===== src/rtl/mhf_pkg.sv =====
package mhf_pkg;

    parameter int unsigned MHF_WORDS      = 8;
    parameter int unsigned MHF_WORD_W     = 32;
    parameter int unsigned MHF_ADDR_BYTES = 6;

    localparam logic [31:0] MHF_POLY_REFL = 32'hEDB8_8320;
    localparam logic [31:0] MHF_CRC_SEED  = 32'hFFFF_FFFF;

    // Advance a right-shifting CRC register by one byte, LSB of the byte first.
    function automatic logic [31:0] mhf_crc_byte(input logic [31:0] crc_in,
                                                 input logic [7:0]  data);
        logic [31:0] c;
        logic        fb;
        c = crc_in;
        for (int b = 0; b < 8; b++) begin
            fb = c[0] ^ data[b];
            c  = c >> 1;
            if (fb) c = c ^ MHF_POLY_REFL;
        end
        return c;
    endfunction

endpackage


===== src/rtl/mhf_addr_crc.sv =====
module mhf_addr_crc
    import mhf_pkg::*;
#(
    parameter int unsigned ADDR_BYTES = MHF_ADDR_BYTES,
    localparam int unsigned CNT_W = (ADDR_BYTES > 1) ? $clog2(ADDR_BYTES) : 1
) (
    input  logic        clk,
    input  logic        rst_n,
    input  logic        byte_vld,
    input  logic [7:0]  byte_in,
    output logic        last_o,
    output logic [31:0] crc_o,
    output logic        grp_o
);

    typedef struct packed {
        logic [CNT_W-1:0] cnt;
        logic [31:0]      crc;
        logic             grp;
    } acc_t;

    acc_t acc_d, acc_q;

    logic        first_byte;
    logic [31:0] crc_upd;
    logic        grp_now;
    logic        last_now;

    always_comb begin
        first_byte = (acc_q.cnt == '0);
        crc_upd    = mhf_crc_byte(first_byte ? MHF_CRC_SEED : acc_q.crc, byte_in);
        grp_now    = first_byte ? byte_in[0] : acc_q.grp;
        last_now   = byte_vld && (acc_q.cnt == CNT_W'(ADDR_BYTES - 1));

        acc_d = acc_q;
        if (byte_vld) begin
            acc_d.cnt = last_now ? '0 : acc_q.cnt + 1'b1;
            acc_d.crc = crc_upd;
            acc_d.grp = grp_now;
        end
    end

    always_ff @(posedge clk or negedge rst_n) begin
        if (!rst_n) begin
            acc_q <= '{cnt: '0, crc: MHF_CRC_SEED, grp: 1'b0};
        end else begin
            acc_q <= acc_d;
        end
    end

    assign last_o = last_now;
    assign crc_o  = crc_upd;
    assign grp_o  = grp_now;

endmodule


===== src/rtl/mhf_group_table.sv =====
module mhf_group_table
    import mhf_pkg::*;
#(
    parameter int unsigned WORDS  = MHF_WORDS,
    parameter int unsigned WORD_W = MHF_WORD_W,
    localparam int unsigned IDX_W = $clog2(WORDS * WORD_W),
    localparam int unsigned BIT_W = $clog2(WORD_W),
    localparam int unsigned SEL_W = IDX_W - BIT_W
) (
    input  logic              clk,
    input  logic              rst_n,
    input  logic              wr_en,
    input  logic [IDX_W-1:0]  wr_idx,
    input  logic              wr_set,
    input  logic [IDX_W-1:0]  lk_idx,
    output logic              lk_hit,
    input  logic [SEL_W-1:0]  rd_sel,
    output logic [WORD_W-1:0] rd_data
);

    typedef struct packed {
        logic [WORDS-1:0][WORD_W-1:0] w;
    } tbl_t;

    tbl_t tbl_d, tbl_q;

    // MSB-first numbering inside a word: position = WORD_W-1-offset,
    // which is the bitwise inverse of the offset for a power-of-two width.
    logic [SEL_W-1:0] wr_sel, lk_sel;
    logic [BIT_W-1:0] wr_pos, lk_pos;

    always_comb begin
        wr_sel = wr_idx[IDX_W-1:BIT_W];
        wr_pos = ~wr_idx[BIT_W-1:0];
        lk_sel = lk_idx[IDX_W-1:BIT_W];
        lk_pos = ~lk_idx[BIT_W-1:0];

        tbl_d = tbl_q;
        if (wr_en) begin
            tbl_d.w[wr_sel][wr_pos] = wr_set;
        end
    end

    always_ff @(posedge clk or negedge rst_n) begin
        if (!rst_n) begin
            tbl_q <= '0;
        end else begin
            tbl_q <= tbl_d;
        end
    end

    assign lk_hit  = tbl_q.w[lk_sel][lk_pos];
    assign rd_data = tbl_q.w[rd_sel];

endmodule


===== src/rtl/mhf_decide.sv =====
module mhf_decide (
    input  logic clk,
    input  logic rst_n,
    input  logic last_i,
    input  logic grp_i,
    input  logic hit_i,
    input  logic promisc_i,
    output logic done_o,
    output logic accept_o
);

    typedef struct packed {
        logic done;
        logic accept;
    } dec_t;

    dec_t dec_d, dec_q;

    always_comb begin
        dec_d.done   = last_i;
        dec_d.accept = last_i && (promisc_i || (grp_i && hit_i));
    end

    always_ff @(posedge clk or negedge rst_n) begin
        if (!rst_n) begin
            dec_q <= '0;
        end else begin
            dec_q <= dec_d;
        end
    end

    assign done_o   = dec_q.done;
    assign accept_o = dec_q.accept;

endmodule


===== src/rtl/mhf_filter.sv =====
module mhf_filter
    import mhf_pkg::*;
#(
    parameter int unsigned WORDS      = MHF_WORDS,
    parameter int unsigned WORD_W     = MHF_WORD_W,
    parameter int unsigned ADDR_BYTES = MHF_ADDR_BYTES,
    localparam int unsigned IDX_W = $clog2(WORDS * WORD_W),
    localparam int unsigned BIT_W = $clog2(WORD_W),
    localparam int unsigned SEL_W = IDX_W - BIT_W
) (
    input  logic              clk,
    input  logic              rst_n,
    input  logic              addr_valid,
    input  logic [7:0]        addr_byte,
    input  logic              promisc_en,
    input  logic              tbl_wr,
    input  logic [IDX_W-1:0]  tbl_wr_idx,
    input  logic              tbl_wr_set,
    input  logic [SEL_W-1:0]  tbl_rd_sel,
    output logic [WORD_W-1:0] tbl_rd_data,
    output logic              flt_done,
    output logic              flt_accept
);

    logic             last_w;
    logic [31:0]      crc_w;
    logic             grp_w;
    logic [IDX_W-1:0] hash_idx;
    logic             hit_w;

    mhf_addr_crc #(.ADDR_BYTES(ADDR_BYTES)) u_crc (
        .clk      (clk),
        .rst_n    (rst_n),
        .byte_vld (addr_valid),
        .byte_in  (addr_byte),
        .last_o   (last_w),
        .crc_o    (crc_w),
        .grp_o    (grp_w)
    );

    // Index = top IDX_W bits of the bit-reversed CRC register.
    for (genvar k = 0; k < IDX_W; k++) begin : g_fold
        assign hash_idx[k] = crc_w[IDX_W-1-k];
    end

    mhf_group_table #(.WORDS(WORDS), .WORD_W(WORD_W)) u_tbl (
        .clk     (clk),
        .rst_n   (rst_n),
        .wr_en   (tbl_wr),
        .wr_idx  (tbl_wr_idx),
        .wr_set  (tbl_wr_set),
        .lk_idx  (hash_idx),
        .lk_hit  (hit_w),
        .rd_sel  (tbl_rd_sel),
        .rd_data (tbl_rd_data)
    );

    mhf_decide u_dec (
        .clk       (clk),
        .rst_n     (rst_n),
        .last_i    (last_w),
        .grp_i     (grp_w),
        .hit_i     (hit_w),
        .promisc_i (promisc_en),
        .done_o    (flt_done),
        .accept_o  (flt_accept)
    );

endmodule


===== config.mk =====
export PLATFORM = sky130hd
export DESIGN_NAME = mhf_filter
export DESIGN_NICKNAME = d
export VERILOG_FILES = /design/src/rtl/mhf_pkg.sv /design/src/rtl/mhf_addr_crc.sv /design/src/rtl/mhf_group_table.sv /design/src/rtl/mhf_decide.sv /design/src/rtl/mhf_filter.sv
export SDC_FILE = /design/constraint.sdc
export NUM_CORES = 1
export LEC_CHECK = 0
export BUFFER_PORTS_ARGS = -buffer_cell sky130_fd_sc_hd__buf_2
export CORE_UTILIZATION = 55
export DETAILED_ROUTE_END_ITERATION = 6
export GPL_ROUTABILITY_DRIVEN = 0
export PLACE_DENSITY_LB_ADDON = 0.25
export SYNTH_ARGS = -nofsm -noshare
export SYNTH_HDL_FRONTEND = slang
export SYNTH_SLANG_ARGS = --single-unit

===== constraint.sdc =====
create_clock -name clk -period 7.21 [get_ports clk]
set_input_delay 1.442 -clock clk [delete_from_list [all_inputs] [get_ports clk]]
set_output_delay 1.442 -clock clk [all_outputs]
set_load 0.02 [all_outputs]

==> flow_summary.yaml <==
floorplanning:
  die_y_um: 182
  die-area_um2: 33000
  ios: 59
  coreArea_um2: 31600
  start_util: 0.561
  num_rows: 65
  die_x_um: 182
detailed_routing:
  ant_nets: 0
  vias: 13100
  routed.top_layer: "met4"
  wl_met2_mm: 22.9
  dr.pass1.iters: 6
  avgViaCountPerCell: 6.41
  wl_per_cell_um: 23.8
  drc: 0
  drt-initial-drc-count: 1472
  routed_wl_mm: 48.6
  drt-met1-wl_mm: 20.3
  wl_met3_mm: 3.76
worst_setup_path:
  endpoint_kind: "primary output"
  r2r_setup_slack_ps: 2600
  crit_family: "buffers and inverters"
  cp_data_arrival_time_ps: 3580
  cp_common_cell: "buf_4"
  critical_path_class: "primary input to primary output"
  critical_path.cell_chain: "buf_4 > buf_4 > mux4_2 > mux2_2 > buf_2"
  cp_max_fo: 44
  start_kind: "primary input"
  cp_num_buf_inv: 3
  worstPathRequired_ps: 5770
  cp_slowest_cell: "buf_4"
  slowest_delay_ps: 700
clock_tree:
  cts_sinks: 294
  cts_buffer_depth: 3
  worstSkewPairLatency_ps: 520
  cts_resized: 0
  hold_buffers: 0
  cts_tree: "yes"
  h-tree-depth: 2
  cts_buffers: 34
  path_clk_slew_ps: 50
  root_buffer: "clkbuf_16"
  post_cts_buffers: 0
logic_synthesis:
  async_flop_share: 1.00
  ys_ff_latch: 294
  synth_flop_cell: "dfrtp_1"
  synth_edf_count: 0
  syn_area_per_cell_um2: 11.1
  synthDistinctLibCells: 59
  synthesis.instances: 1601
  ys_warn_count: 0
  synth-seq-area-share: 0.417
  syn-num-nets: 1629
  synth.cell_area_um2: 17700
place:
  port_buffers: 58
  dp_hpwl_mm: 30.6
global_routing:
  grt_pass1_wl_mm: 77.0
  antenna_found_initial: 0
  grt_max_degree: 189
  grt_use_total: 0.302
  grt_pass1_vias: 13200
  overflow: 0
sta:
  rsz0062_at_grt: "no"
  period_needed_ps: 5030
  max_freq_mhz: 199
  worst_pin_slew_ps: 1290
  final_max_slew_viol_count: 0
  whs_ps: 504
  finalSetupViolCount: 0
  finalHoldViolCount: 0
  fin_crit_sh: 0.697
  slew_headroom: 0.142
  setup-tns-final_ps: 0
  fin_worst_skew_ps: 17.4
hold_path:
  hp-class: "flip-flop to flip-flop"
finish:
  antenna_cells: 0
  area.growth.synth_to_final_pct: 9.77
  nNetsFinal: 1643
  drive_gt1_frac: 0.360
  nFillCells: 2508
pwr:
  max-vdd-ir-drop_v: 0.000348
  p_leak_nw: 8.47
  power_per_cell_area_nw_per_um2: 410
run:
  max_cap_viol_count: 0
status:
  status: "complete, no violations"
path summary, 6_finish.rpt:
path	cells after the start	from	endpoint
max	5	tbl_rd_sel[0]	tbl_rd_data[5]
min	2	u_crc.acc_q[29]$_DFFE_PN1P_	u_crc.acc_q[29]$_DFFE_PN1P_
max reg2reg	13	u_crc.acc_q[33]$_DFFE_PN0P_	u_dec.accept_o$_DFF_PN0_
min reg2reg	2	u_crc.acc_q[29]$_DFFE_PN1P_	u_crc.acc_q[29]$_DFFE_PN1P_
max in group asynchronous	2	rst_n	u_tbl.tbl_q[185]$_DFFE_PN0P_
min in group asynchronous	1	rst_n	u_tbl.tbl_q[8]$_DFFE_PN0P_
per-stage QoR:
step	cells	setup WS (ps)	utilization	total power, mW	cell area, um^2
floorplan	1601	2530	-	5.07	17700
detailed placement	1981	2150	0.581	6.22	18400
finish	2040	2180	0.616	7.99	19500
global placement	1981	2150	0.581	6.17	18400
global route	2040	2030	0.616	8.40	19500
CTS	2040	2130	0.616	7.96	19500
tightest hold or removal path, stage by stage, from the launching register on:
cell     delay [ps]
dfstp_2         360
nor2_1           90
a21oi_1          40
placed cells by master (no fill, tap or decap), types with 4 or more instances in the layout:
master / n
mux2_2: 309
dfrtp_1: 262
nand2_1: 251
nor2_1: 198
mux4_2: 96
xnor2_1: 73
buf_2: 55
nand3_1: 43
clkbuf_16: 34
buf_4: 32
dfstp_2: 32
mux2i_1: 24
a21oi_1: 23
xor2_1: 14
o21ai_0: 13
o211ai_1: 10
a31oi_1: 10
nand2b_1: 9
nor3_1: 9
and3_1: 8
inv_1: 7
a221oi_1: 7
nand4_1: 7
clkbuf_1: 7
clkbuf_8: 7
a21boi_0: 6
xnor3_1: 5
or3_1: 5
a211o_1: 5
a311oi_1: 5
nor2b_1: 5
clkinv_2: 5
o2111ai_1: 4
o22ai_1: 4
a211oi_1: 4
logic make-up after synthesis:
kind of cell / Yosys count / synth area share
muxes: 429 / 0.331
buffers and inverters: 119 / 0.0274
DFF: 294 / 0.417
and+or+nand+nor: 552 / 0.128
xor gates and xnor gates: 93 / 0.0506
adders and majority gates: 3 / 0.00212
AOI/OAI and AO/OA: 111 / 0.0433
layout make-up:
| type | instances | area, um^2 | share of cell area |
|---|---|---|---|
| Inverter | 7 | 26.3 | 0.00135 |
| Sequential cell | 294 | 7400 | 0.380 |
| Multi-Input combinational cell | 1188 | 9890 | 0.508 |
| Timing Repair Buffer | 90 | 562 | 0.0288 |
| Clock buffer | 48 | 973 | 0.0500 |
| Clock inverter | 11 | 126 | 0.00649 |
| Tap cell | 402 | 503 | 0.0258 |
sequential cells by signal, summed over array words and instances, names as in the netlist:
| register | cells |
|---|---|
| u_crc.acc_q | 36 |
| u_dec.accept_o | 1 |
| u_dec.done_o | 1 |
| u_tbl.tbl_q | 256 |
synthesized netlist by cell type, types with 15 or more instances:
cell type / instances / share of area
xnor2_1: 73 / 0.036
mux2_2: 309 / 0.20
mux2i_1: 24 / 0.014
dfstp_2: 32 / 0.047
buf_1: 15 / 0.0032
dfrtp_1: 262 / 0.37
nand3_1: 43 / 0.012
mux4_2: 96 / 0.12
nand2_1: 253 / 0.054
clkbuf_1: 80 / 0.017
nor2_1: 198 / 0.042
a21oi_1: 23 / 0.0065
metal layers:
metal  global-route usage  vias to the layer above
met2                0.481                      538
met4                0.105                        0
met5                    0                        -
met1                0.421                     6695
li1                     -                     5723
met3               0.0507                      111
where the power goes:
part / internal (mW) / total [mW] / leakage [nW] / switching, mW
Combinational: 1.69 / 4.18 / 4.00 / 2.48
Clock: 1.02 / 1.72 / 0.542 / 0.705
Sequential: 1.92 / 2.09 / 3.93 / 0.174
Note: power is estimated with default switching activity, not from simulation.
